<file path="src/rtl/agu_pkg.sv">
package agu_pkg;

   typedef enum logic [1:0] {
      CLS_IDX  = 2'd0,
      CLS_INC  = 2'd1,
      CLS_PAIR = 2'd2,
      CLS_RSV  = 2'd3
   } agu_cls_e;

   typedef enum logic [1:0] {
      SZ_B = 2'd0,
      SZ_H = 2'd1,
      SZ_W = 2'd2,
      SZ_D = 2'd3
   } agu_size_e;

endpackage

</file>
<file path="src/rtl/agu_index_path.sv">
module agu_index_path #(
   parameter int XLEN    = 64,
   parameter int UOFF_W  = 32,
   parameter int SCALE_W = 2
) (
   input  logic [XLEN-1:0]    base_i,
   input  logic [XLEN-1:0]    index_i,
   input  logic [SCALE_W-1:0] scale_i,
   input  logic               uoff_i,
   output logic [XLEN-1:0]    addr_o
);
   localparam int PAD_W = XLEN - UOFF_W;

   if (UOFF_W > XLEN) begin : g_bad_uoff
      $error("agu_index_path: UOFF_W exceeds XLEN");
   end

   logic [XLEN-1:0] narrow_idx;
   logic [XLEN-1:0] chosen_idx;

   if (PAD_W > 0) begin : g_pad
      assign narrow_idx = {{PAD_W{1'b0}}, index_i[UOFF_W-1:0]};
   end else begin : g_nopad
      assign narrow_idx = index_i;
   end

   always_comb begin
      chosen_idx = uoff_i ? narrow_idx : index_i;
      addr_o     = base_i + (chosen_idx << scale_i);
   end
endmodule

</file>
<file path="src/rtl/agu_incr_path.sv">
module agu_incr_path #(
   parameter int XLEN    = 64,
   parameter int IMM_W   = 5,
   parameter int SCALE_W = 2
) (
   input  logic [XLEN-1:0]    base_i,
   input  logic [IMM_W-1:0]   imm_i,
   input  logic [SCALE_W-1:0] scale_i,
   input  logic               pre_i,
   output logic [XLEN-1:0]    addr_o,
   output logic [XLEN-1:0]    next_base_o
);
   localparam int EXT_W = XLEN - IMM_W;

   if (IMM_W >= XLEN || IMM_W < 2) begin : g_bad_imm
      $error("agu_incr_path: IMM_W out of range");
   end

   logic [XLEN-1:0] step_ext;
   logic [XLEN-1:0] step;

   always_comb begin
      step_ext    = {{EXT_W{imm_i[IMM_W-1]}}, imm_i};
      step        = step_ext << scale_i;
      next_base_o = base_i + step;
      addr_o      = pre_i ? next_base_o : base_i;
   end
endmodule

</file>
<file path="src/rtl/agu_pair_path.sv">
module agu_pair_path #(
   parameter int XLEN   = 64,
   parameter int PIMM_W = 2
) (
   input  logic [XLEN-1:0]   base_i,
   input  logic [PIMM_W-1:0] imm_i,
   input  logic              dword_i,
   output logic [XLEN-1:0]   addr_a_o,
   output logic [XLEN-1:0]   addr_b_o
);
   localparam int N_SIZES = 2;

   if (PIMM_W + 4 > XLEN) begin : g_bad_pimm
      $error("agu_pair_path: PIMM_W too wide for XLEN");
   end

   logic [XLEN-1:0] cand_a [N_SIZES];
   logic [XLEN-1:0] cand_b [N_SIZES];

   for (genvar g = 0; g < N_SIZES; g++) begin : g_elem
      localparam int SH   = 3 + g;
      localparam int ELEM = 4 << g;
      always_comb begin
         cand_a[g] = base_i + (XLEN'(imm_i) << SH);
         cand_b[g] = cand_a[g] + XLEN'(ELEM);
      end
   end

   always_comb begin
      addr_a_o = dword_i ? cand_a[1] : cand_a[0];
      addr_b_o = dword_i ? cand_b[1] : cand_b[0];
   end
endmodule

</file>
<file path="src/rtl/agu_legality.sv">
module agu_legality
   import agu_pkg::*;
#(
   parameter int REGW = 5
) (
   input  logic [1:0]      cls_i,
   input  logic            is_load_i,
   input  logic [1:0]      size_i,
   input  logic            mode64_i,
   input  logic [REGW-1:0] rd_i,
   input  logic [REGW-1:0] rs1_i,
   input  logic [REGW-1:0] rd2_i,
   output logic            illegal_o
);
   logic dword_bad;
   logic inc_clash;
   logic pair_clash;
   logic pair_size_bad;
   logic rsv;

   always_comb begin
      dword_bad     = (size_i == SZ_D) && !mode64_i;
      inc_clash     = (cls_i == CLS_INC) && is_load_i && (rd_i == rs1_i);
      pair_clash    = (cls_i == CLS_PAIR) && is_load_i &&
                      ((rs1_i == rd_i) || (rs1_i == rd2_i) || (rd_i == rd2_i));
      pair_size_bad = (cls_i == CLS_PAIR) && (size_i != SZ_W) && (size_i != SZ_D);
      rsv           = (cls_i == CLS_RSV);
      illegal_o     = dword_bad | inc_clash | pair_clash | pair_size_bad | rsv;
   end
endmodule

</file>
<file path="src/rtl/agu_idx.sv">
module agu_idx
   import agu_pkg::*;
#(
   parameter int XLEN    = 64,
   parameter int REGW    = 5,
   parameter int IMM_W   = 5,
   parameter int PIMM_W  = 2,
   parameter int SCALE_W = 2,
   parameter int UOFF_W  = 32,
   parameter bit OUT_REG = 1'b1
) (
   input  logic               clk,
   input  logic               rst_n,
   input  logic               valid_i,
   input  logic [1:0]         op_cls_i,
   input  logic               is_load_i,
   input  logic               uoff_i,
   input  logic               pre_inc_i,
   input  logic               mode64_i,
   input  logic [1:0]         size_i,
   input  logic [SCALE_W-1:0] scale_i,
   input  logic [IMM_W-1:0]   inc_imm_i,
   input  logic [PIMM_W-1:0]  pair_imm_i,
   input  logic [XLEN-1:0]    rs1_val_i,
   input  logic [XLEN-1:0]    rs2_val_i,
   input  logic [REGW-1:0]    rd_idx_i,
   input  logic [REGW-1:0]    rs1_idx_i,
   input  logic [REGW-1:0]    rd2_idx_i,
   output logic               out_valid_o,
   output logic [XLEN-1:0]    addr0_o,
   output logic [XLEN-1:0]    addr1_o,
   output logic               wb_en_o,
   output logic [XLEN-1:0]    wb_val_o,
   output logic               illegal_o
);
   if (XLEN != 64) begin : g_bad_xlen
      $error("agu_idx: only a 64-bit datapath is supported");
   end
   if (SCALE_W < 1 || SCALE_W > 3) begin : g_bad_scale
      $error("agu_idx: SCALE_W out of range");
   end

   logic [XLEN-1:0] idx_addr;
   logic [XLEN-1:0] inc_addr;
   logic [XLEN-1:0] inc_next;
   logic [XLEN-1:0] pair_a;
   logic [XLEN-1:0] pair_b;
   logic            ill_raw;

   agu_index_path #(.XLEN(XLEN), .UOFF_W(UOFF_W), .SCALE_W(SCALE_W)) u_index (
      .base_i  (rs1_val_i),
      .index_i (rs2_val_i),
      .scale_i (scale_i),
      .uoff_i  (uoff_i),
      .addr_o  (idx_addr)
   );

   agu_incr_path #(.XLEN(XLEN), .IMM_W(IMM_W), .SCALE_W(SCALE_W)) u_incr (
      .base_i      (rs1_val_i),
      .imm_i       (inc_imm_i),
      .scale_i     (scale_i),
      .pre_i       (pre_inc_i),
      .addr_o      (inc_addr),
      .next_base_o (inc_next)
   );

   agu_pair_path #(.XLEN(XLEN), .PIMM_W(PIMM_W)) u_pair (
      .base_i   (rs1_val_i),
      .imm_i    (pair_imm_i),
      .dword_i  (size_i == SZ_D),
      .addr_a_o (pair_a),
      .addr_b_o (pair_b)
   );

   agu_legality #(.REGW(REGW)) u_legal (
      .cls_i     (op_cls_i),
      .is_load_i (is_load_i),
      .size_i    (size_i),
      .mode64_i  (mode64_i),
      .rd_i      (rd_idx_i),
      .rs1_i     (rs1_idx_i),
      .rd2_i     (rd2_idx_i),
      .illegal_o (ill_raw)
   );

   logic [XLEN-1:0] addr0_d;
   logic [XLEN-1:0] addr1_d;
   logic [XLEN-1:0] wbv_d;
   logic            wbe_d;
   logic            ill_d;

   always_comb begin
      addr0_d = '0;
      addr1_d = '0;
      wbv_d   = '0;
      unique case (agu_cls_e'(op_cls_i))
         CLS_IDX:  addr0_d = idx_addr;
         CLS_INC: begin
            addr0_d = inc_addr;
            wbv_d   = inc_next;
         end
         CLS_PAIR: begin
            addr0_d = pair_a;
            addr1_d = pair_b;
         end
         default:  addr0_d = '0;
      endcase
      ill_d = valid_i & ill_raw;
      wbe_d = valid_i & (op_cls_i == CLS_INC) & ~ill_raw;
   end

   logic [1:0] cls_q;

   if (OUT_REG) begin : g_reg
      always_ff @(posedge clk or negedge rst_n) begin
         if (!rst_n) begin
            out_valid_o <= 1'b0;
            addr0_o     <= '0;
            addr1_o     <= '0;
            wb_en_o     <= 1'b0;
            wb_val_o    <= '0;
            illegal_o   <= 1'b0;
            cls_q       <= CLS_IDX;
         end else begin
            out_valid_o <= valid_i;
            addr0_o     <= addr0_d;
            addr1_o     <= addr1_d;
            wb_en_o     <= wbe_d;
            wb_val_o    <= wbv_d;
            illegal_o   <= ill_d;
            cls_q       <= op_cls_i;
         end
      end

      assert_latency_R9: assert property (@(posedge clk) disable iff (!rst_n)
         valid_i |=> out_valid_o);
      assert_idle_quiet_R9: assert property (@(posedge clk) disable iff (!rst_n)
         !valid_i |=> (!out_valid_o && !illegal_o && !wb_en_o));
      assert_inc_overlap_R5: assert property (@(posedge clk) disable iff (!rst_n)
         (valid_i && op_cls_i == CLS_INC && is_load_i && rd_idx_i == rs1_idx_i)
         |=> (illegal_o && !wb_en_o));
      assert_post_base_R4: assert property (@(posedge clk) disable iff (!rst_n)
         (valid_i && op_cls_i == CLS_INC && !pre_inc_i) |=> (addr0_o == $past(rs1_val_i)));
      assert_pair_overlap_R7: assert property (@(posedge clk) disable iff (!rst_n)
         (valid_i && op_cls_i == CLS_PAIR && is_load_i && rd_idx_i == rd2_idx_i)
         |=> illegal_o);
      assert_dword_mode_R8: assert property (@(posedge clk) disable iff (!rst_n)
         (valid_i && size_i == SZ_D && !mode64_i) |=> (illegal_o && !wb_en_o));
      assert_pair_gap_R6: assert property (@(posedge clk) disable iff (!rst_n)
         (out_valid_o && cls_q == CLS_PAIR && !illegal_o)
         |-> ((addr1_o - addr0_o) == XLEN'(8) || (addr1_o - addr0_o) == XLEN'(4)));
      assert_wb_needs_valid_R3: assert property (@(posedge clk) disable iff (!rst_n)
         wb_en_o |-> (out_valid_o && cls_q == CLS_INC && !illegal_o));
   end else begin : g_comb
      always_comb begin
         out_valid_o = valid_i;
         addr0_o     = addr0_d;
         addr1_o     = addr1_d;
         wb_en_o     = wbe_d;
         wb_val_o    = wbv_d;
         illegal_o   = ill_d;
         cls_q       = op_cls_i;
      end
   end
endmodule

</file>
<file path="config.mk">
export PLATFORM = sky130hd
export DESIGN_NAME = agu_idx
export DESIGN_NICKNAME = d
export VERILOG_FILES = /design/src/rtl/agu_pkg.sv /design/src/rtl/agu_index_path.sv /design/src/rtl/agu_incr_path.sv /design/src/rtl/agu_pair_path.sv /design/src/rtl/agu_legality.sv /design/src/rtl/agu_idx.sv
export SDC_FILE = /design/constraint.sdc
export NUM_CORES = 1
export LEC_CHECK = 0
export CAP_MARGIN = 25
export CELL_PAD_IN_SITES_DETAIL_PLACEMENT = 1
export CELL_PAD_IN_SITES_GLOBAL_PLACEMENT = 1
export CORE_ASPECT_RATIO = 1.2
export CORE_UTILIZATION = 30
export CTS_CLUSTER_DIAMETER = 50
export DETAILED_ROUTE_END_ITERATION = 8
export HOLD_SLACK_MARGIN = 0.08
export PLACE_DENSITY_LB_ADDON = 0.1
export SYNTH_ARGS = -nofsm -noshare
export SYNTH_HDL_FRONTEND = slang
export SYNTH_SLANG_ARGS = --single-unit
</file>
<file path="constraint.sdc">
create_clock -name clk -period 0.8 [get_ports clk]
set_input_delay 0.24 -clock clk [delete_from_list [all_inputs] [get_ports clk]]
set_output_delay 0.24 -clock clk [all_outputs]
set_load 0.05 [all_outputs]
</file>
==> reports/metrics.cfg, run 1 <==
[synthesis]
yosysMostFrequentCell = nor2_1
synth.avg_cell_area_sq_um = 7.87
ys.flop_type = dfrtp_1
ys_top_cells_by_area = dfrtp_1 (22%), xnor2_1 (7.9%), ha_1 (7.4%)
ys_types = 84
ys_seq_area_share_pct = 21.8
synth_top_area_share_pct = 21.8
async_flop_share_pct = 100
synth_edf_count = 0
syn-num-nets = 3148
yosysTopAreaCell = dfrtp_1
synthCells = 2849
yosysWarnings = 0
synthTopCellsByCount = nor2_1 (287), nand2_1 (252), xnor2_1 (202)
synth.ff_latch_count = 195
syn_area_sq_mm = 0.0224

[timing]
whs_ns = 0.165
worst_slew_pin_slew_ns = 0.975
relSlewSlack_pct = 34.3
post-route-min-period_ns = 3.53
hold_violations = 0
period_share_pct = 441
setup_viol = 389
rsz0062_at_grt = true
slew_viol_final = 0
max_freq_ghz = 0.283
setup_ws_ns = -2.73

[power]
finalPower_w = 0.0582
ir_worst_vdd_mv = 1.87
p_leak_nw = 19.6
powerDensity_mw_per_mm2 = 1300

[detailed_routing]
ant_nets = 0
avgRoutedWirePerCell_microns = 27.3
route.detailed.drc = 0
routed_wl_microns = 149000
drt_iter0_drc = 2304
dr.pass1.iters = 6
num_vias = 30800
viasPerCell = 5.65

[final_layout]
n_fill_cell = 8284
area_delta_synth_final_pct = 98.9
final_util_pct = 60.5
multiInputGateArea_sq_mm = 0.0204
instances_no_fill = 5450
drive_gt1_share_pct = 55.7
ff_latch_area_sq_mm = 0.00512
fin_nets = 4733
postLayoutCellArea_sq_mm = 0.0446

[clock_network]
root_buffer = clkbuf_16
cts_buffers = 17
clock_sinks = 195
htree_levels = 4
cts_tree = yes
clk_pin_slew_ns = 0.08
cts_max_path_buffers = 2

[run_status]
violations = negative setup slack
status = complete, but fails checks

[die]
dieHeight_microns = 302
rows = 109
core_sq_mm = 0.0738
io_pins = 358
die-width_microns = 252
dieArea_sq_mm = 0.0759
start_util_pct = 30.4

[global_route]
grt_pass1_vias = 32300
grt_pass1_wl_microns = 210000
gr-usage-all-layers_pct = 37.3
antenna_found_initial = 12
grt_max_degree = 40
grt_overflow = 0

[setup_path]
cp-end-kind = register
cp_max_fo = 5
startpoint_type = primary input
critPathCapture = addr0_o[56]
startpoint = scale_i[0]
cp.arrival_ns = 3.95
worst-setup-path-type = in -> reg
cp.required_ns = 1.21

[min_path]
hold_path.class = in -> async

[placed_design]
dp.cells = 5271
gp_congestion = 0.983
io_buffers = 357
place_hpwl_microns = 117000
postPlaceCellArea_sq_mm = 0.0395

[flow_run]
maxCapViolations = 0

## metrics by stage
step | setup TNS (ns) | setup WS [ns]
finish | -506.37 | -2.73
global route | -524.54 | -2.80
CTS | -494.45 | -2.60
detailed placement | -565.49 | -3.71
global placement | -551.42 | -3.60
floorplan | -412.21 | -3.06
## report_power, final
| group | internal [W] | switching [W] |
|---|---|---|
| clock | 0.00508 | 0.00491 |
| combinational | 0.0172 | 0.0190 |
| sequential | 0.0110 | 0.000982 |
## layout make-up
type / instances / share of cell area (%)
Sequential cell: 195 / 11.5
Tap cell: 999 / 2.80
Antenna cell: 4 / 0.0224
Multi-Input combinational cell: 2410 / 45.8
Timing Repair Buffer: 1761 / 38.0
Clock inverter: 15 / 0.496
Inverter: 49 / 0.429
Clock buffer: 17 / 0.954
## placed cells by master (no fill, tap or decap), types with 16 or more instances in the layout
master / count
a21o_1: 80
a21oi_1: 145
xnor2_2: 36
buf_6: 98
mux4_2: 49
nor2b_1: 41
ha_1: 95
dlygate4sd2_1: 31
nand3_1: 80
clkbuf_16: 18
o21ai_2: 29
buf_12: 233
and2_1: 30
nor2_2: 28
o21a_1: 16
buf_4: 1258
a211oi_1: 20
dfrtp_2: 194
xnor2_1: 153
mux2i_1: 33
o21bai_1: 19
ha_4: 33
inv_1: 43
nand4_1: 69
clkdlybuf4s50_1: 80
o22ai_1: 54
a211oi_2: 17
o21ai_1: 39
nor3_4: 17
a21oi_2: 43
a31oi_1: 21
o21ai_0: 90
nor3_1: 42
nor2_4: 23
nor2_1: 238
nand2_1: 227
xor2_1: 130
nor3_2: 22
xor2_2: 22
## worst max-delay path, stage by stage
cell and delay, ns:
buf_16 0.11, buf_12 0.11, mux4_2 0.53, ha_4 0.24
a211o_1 0.28, o32a_1 0.40, a31oi_4 0.23, o21ai_4 0.11
a21oi_4 0.29, o31ai_4 0.09, a311o_1 0.32, a211o_4 0.41
a221oi_4 0.29, xor2_1 0.18, o21ai_1 0.09
## logic make-up (layout without fill, tap and decap cells)
family | count (synthesis) | after routing | synth area share, %
other cells | 0 | 4 | 0
buf+inv | 244 | 1842 | 4.34
mux | 91 | 91 | 6.81
fa+ha+maj | 137 | 137 | 7.77
xor+xnor | 361 | 361 | 14.1
flops | 195 | 195 | 21.8
simple gates | 1069 | 1069 | 23.9
compound gates | 752 | 752 | 21.3
## flip-flops by register name (all words and copies together) (netlist names)
register	flops
illegal_o	1
addr0_o	64
addr1_o	64
wb_val_o	64
wb_en_o	1
out_valid_o	1
## layer usage
metal	vias to the layer above	wire length [microns]	track usage (%)	part of all wire (%)
li1	13600	-	-	-
met2	1196	71300	62.8	48
met5	-	13	0	0.0087
met4	2	6600	14.7	4.4
met3	335	8920	4.80	6.0
met1	15700	62000	48.3	42
## what timing repair did
item,CTS,global route
hold buffers,1,0
setup endpoints to repair,387,389
buffers inserted,82,74
gates cloned,3,1
resized for setup,484,346
pin swaps,174,215
endpoints found under the hold margin,195,0
## worst min-delay path by stage
| stage | slack [ns] | end | cells after the start |
|---|---|---|---|
| 6_report | 0.17 | addr1_o[12] | 2 |
| 5_1_grt | 0.17 | addr1_o[12] | 2 |
| 4_1_cts | 0.14 | addr1_o[12] | 2 |
| 3_5_place_dp | 0.15 | addr1_o[12] | 1 |
| 3_3_place_gp | 0.14 | addr1_o[11] | 1 |
| 2_1_floorplan | -0.06 | addr0_o[0] | 0 |
No activity file was read; power rests on OpenSTA's default activity.
==> run 2: changes to the inputs <==
--- a/config.mk
+++ b/config.mk
@@ -13,5 +13,5 @@
 export CTS_CLUSTER_DIAMETER = 50
 export DETAILED_ROUTE_END_ITERATION = 8
-export HOLD_SLACK_MARGIN = 0.08
+export HOLD_SLACK_MARGIN = 0.06
 export PLACE_DENSITY_LB_ADDON = 0.1
 export SYNTH_ARGS = -nofsm -noshare
==> constraint.sdc (replaced) <==
create_clock -name clk -period 0.8 [get_ports clk]
set_input_delay 0.24 -clock clk [delete_from_list [all_inputs] [get_ports clk]]
set_output_delay 0.24 -clock clk [all_outputs]
set_load 0.02 [all_outputs]
==> run 2 against run 1 <==
  * The run still ends with negative setup slack left
  * Sequential power decreased by 7%
  * Clock-buffer cell count unchanged
  * Cell area decreased by 1.6%
  * Sequential cell count unchanged
  * Final cell count increased by 1.0%
  * Fmax decreased by 3.6%
  * Die area unchanged
  * Critical path depth increased by 8
  * Critical path type unchanged
  * Largest cell class unchanged
==> reports/metrics.cfg, run 2 (synthesized netlist as in run 1, its figures left out) <==
[die]
rows = 109  ; unchanged
dieHeight_microns = 302  ; unchanged
start_util_pct = 30.4  ; unchanged
die-width_microns = 252  ; unchanged
dieArea_sq_mm = 0.0759  ; unchanged
core_sq_mm = 0.0738  ; unchanged
io_pins = 358  ; unchanged

[power]
power_frac_seq_pct = 20.8  ; was 20.6%
ir_worst_vdd_mv = 1.74  ; was 1.87 mV
sw_frac_of_total_pct = 42.3  ; was 42.8%
powerDensity_mw_per_mm2 = 1230  ; was 1300 mW/mm^2
finalPower_w = 0.0539  ; was 0.0582 W
p_leak_nw = 19.6  ; about the same
combinationalPowerShare_pct = 62.1  ; was 62.3%
power_switching_w = 0.0228  ; was 0.0249 W
clkPwrFrac_pct = 17.1  ; was 17.2%
p_int_w = 0.0311  ; was 0.0333 W

[timing]
slew_viol_final = 0  ; unchanged
period_share_pct = 458  ; was 441%
post-route-min-period_ns = 3.66  ; was 3.53 ns
hold_violations = 0  ; unchanged
final.setup.tns_ns = -573.78  ; was -506.37 ns
setup_ws_ns = -2.86  ; was -2.73 ns
relSlewSlack_pct = 45.6  ; was 34.3%
rsz0062_at_grt = true  ; unchanged
max_freq_ghz = 0.273  ; was 0.283 GHz
worst_slew_pin_slew_ns = 0.793  ; was 0.975 ns
setup_viol = 387  ; was 389

[global_route]
grt_pass1_vias = 32500  ; was 32,300
grt_overflow = 0  ; unchanged
grt_pass1_wl_microns = 210000  ; about the same
grt_max_degree = 38  ; was 40
antenna_found_initial = 9  ; was 12
gr-usage-all-layers_pct = 37.3  ; about the same

[clock_network]
clk_pin_slew_ns = 0.09  ; was 0.08 ns
root_buffer = clkbuf_16  ; unchanged
clock_sinks = 195  ; unchanged
htree_levels = 4  ; unchanged
cts_tree = yes  ; unchanged
cts_max_path_buffers = 2  ; unchanged
cts_buffers = 17  ; unchanged

[min_path]
hold_path.class = in -> async  ; unchanged

[run_status]
status = complete, but fails checks  ; unchanged
violations = negative setup slack  ; unchanged

[detailed_routing]
ant_nets = 0  ; unchanged
avgRoutedWirePerCell_microns = 26.8  ; was 27.3 microns
viasPerCell = 5.54  ; was 5.65
routed_wl_microns = 147000  ; was 149,000 microns
route.detailed.drc = 0  ; unchanged
num_vias = 30500  ; was 30,800
dr.pass1.iters = 5  ; was 6
drt_iter0_drc = 2130  ; was 2,304

[setup_path]
worst-setup-path-type = in -> reg  ; unchanged
startpoint_type = primary input  ; unchanged
cp.arrival_ns = 4.07  ; was 3.95 ns
cp.required_ns = 1.20  ; was 1.21 ns
cp-end-kind = register  ; unchanged
cp_max_fo = 7  ; was 5

[final_layout]
drive_gt1_share_pct = 50.7  ; was 55.7%
fin_nets = 4787  ; was 4,733
top_regs = addr0_o x64, addr1_o x64, wb_val_o x64  ; unchanged
layout_commonest_cell = buf_4  ; unchanged
final_cell_mix = buf_4 (1,278), clkdlybuf4s50_1 (250), nor2_1 (215), nand2_1 (213), dfrtp_1 (195)  ; was buf_4 (1,258), nor2_1 (238), buf_12 (233), nand2_1 (227), dfrtp_2 (194)
area_delta_synth_final_pct = 95.7  ; was 98.9%

[flow_run]
maxCapViolations = 0  ; unchanged

[placed_design]
place_hpwl_microns = 115000  ; was 117,000 microns
io_buffers = 357  ; unchanged
gp_congestion = 0.998  ; was 0.983

[run 2: repair_timing]
item	4_1_cts	5_1_grt
hold endpoints to repair	195	0
endpoints found under the setup margin	387	387
pin swaps	258	284
hold buffers	1	0
resized for setup	661	402
gates cloned	6	0
buffers inserted	127	103
[run 2: power by group through the flow]
stage	clock network, W	registers (W)	logic (W)
after floorplan	0	0.0125	0.0106
after global placement	0	0.0114	0.0264
after detailed placement	0	0.0114	0.0271
after CTS	0.00938	0.0112	0.0306
after global routing	0.00964	0.0113	0.0349
final	0.00920	0.0112	0.0335
[run 2: through the flow]
step / util, % / instance area, sq um / setup slack (ns) / std cells / hold WS [ns]
3_5_place_dp: 50.7 / 37400 / -3.65 / 5277 / 0.0882
2_1_floorplan: - / 23800 / -3.06 / 2849 / -0.0556
6_report: 59.5 / 43900 / -2.86 / 5505 / 0.122
5_1_grt: 59.5 / 43900 / -2.92 / 5504 / 0.118
3_3_place_gp: 50.7 / 37400 / -3.58 / 5277 / 0.0875
4_1_cts: 56.5 / 41700 / -2.58 / 5425 / 0.0960
[run 2: routing by layer]
layer / wire length (microns) / global-route usage (%)
met1: 63100 / 48.3
met2: 68800 / 61.3
met3: 8640 / 6.21
met4: 6680 / 15.6
met5: 13 / 0
[run 2: path summary, 6_finish.rpt]
check	start	endpoint	slack, ns
setup / recovery	scale_i[0]	addr0_o[51]	-2.86
hold / removal	rst_n	addr0_o[27]	0.12
max in group asynchronous	rst_n	wb_val_o[18]	0.14
min in group clk	op_cls_i[0]	addr0_o[41]	0.17
[run 2: final cells by class]
class,count,area [sq um]
Antenna cell,5,12.5
Clock buffer,17,425
Clock inverter,15,166
Fill cell,8372,29900
Inverter,49,191
Multi-Input combinational cell,2410,21200
Sequential cell,195,4880
Tap cell,999,1250
Timing Repair Buffer,1815,15800
[run 2: worst max-delay path, cell delays in order]
cell and delay (ns):
buf_16 0.13, buf_8 0.13, buf_6 0.10, mux2i_4 0.29, buf_6 0.14, nor2_4 0.04, ha_4 0.26, a21o_1 0.14
a21o_1 0.24, a31oi_4 0.11, o31a_1 0.37, o21ai_2 0.20, a22oi_2 0.09, buf_4 0.16, o41ai_4 0.30, buf_4 0.19
a21oi_4 0.08, buf_6 0.13, buf_6 0.12, nor3_4 0.17, nor3_2 0.08, a21oi_1 0.18, o211ai_1 0.13
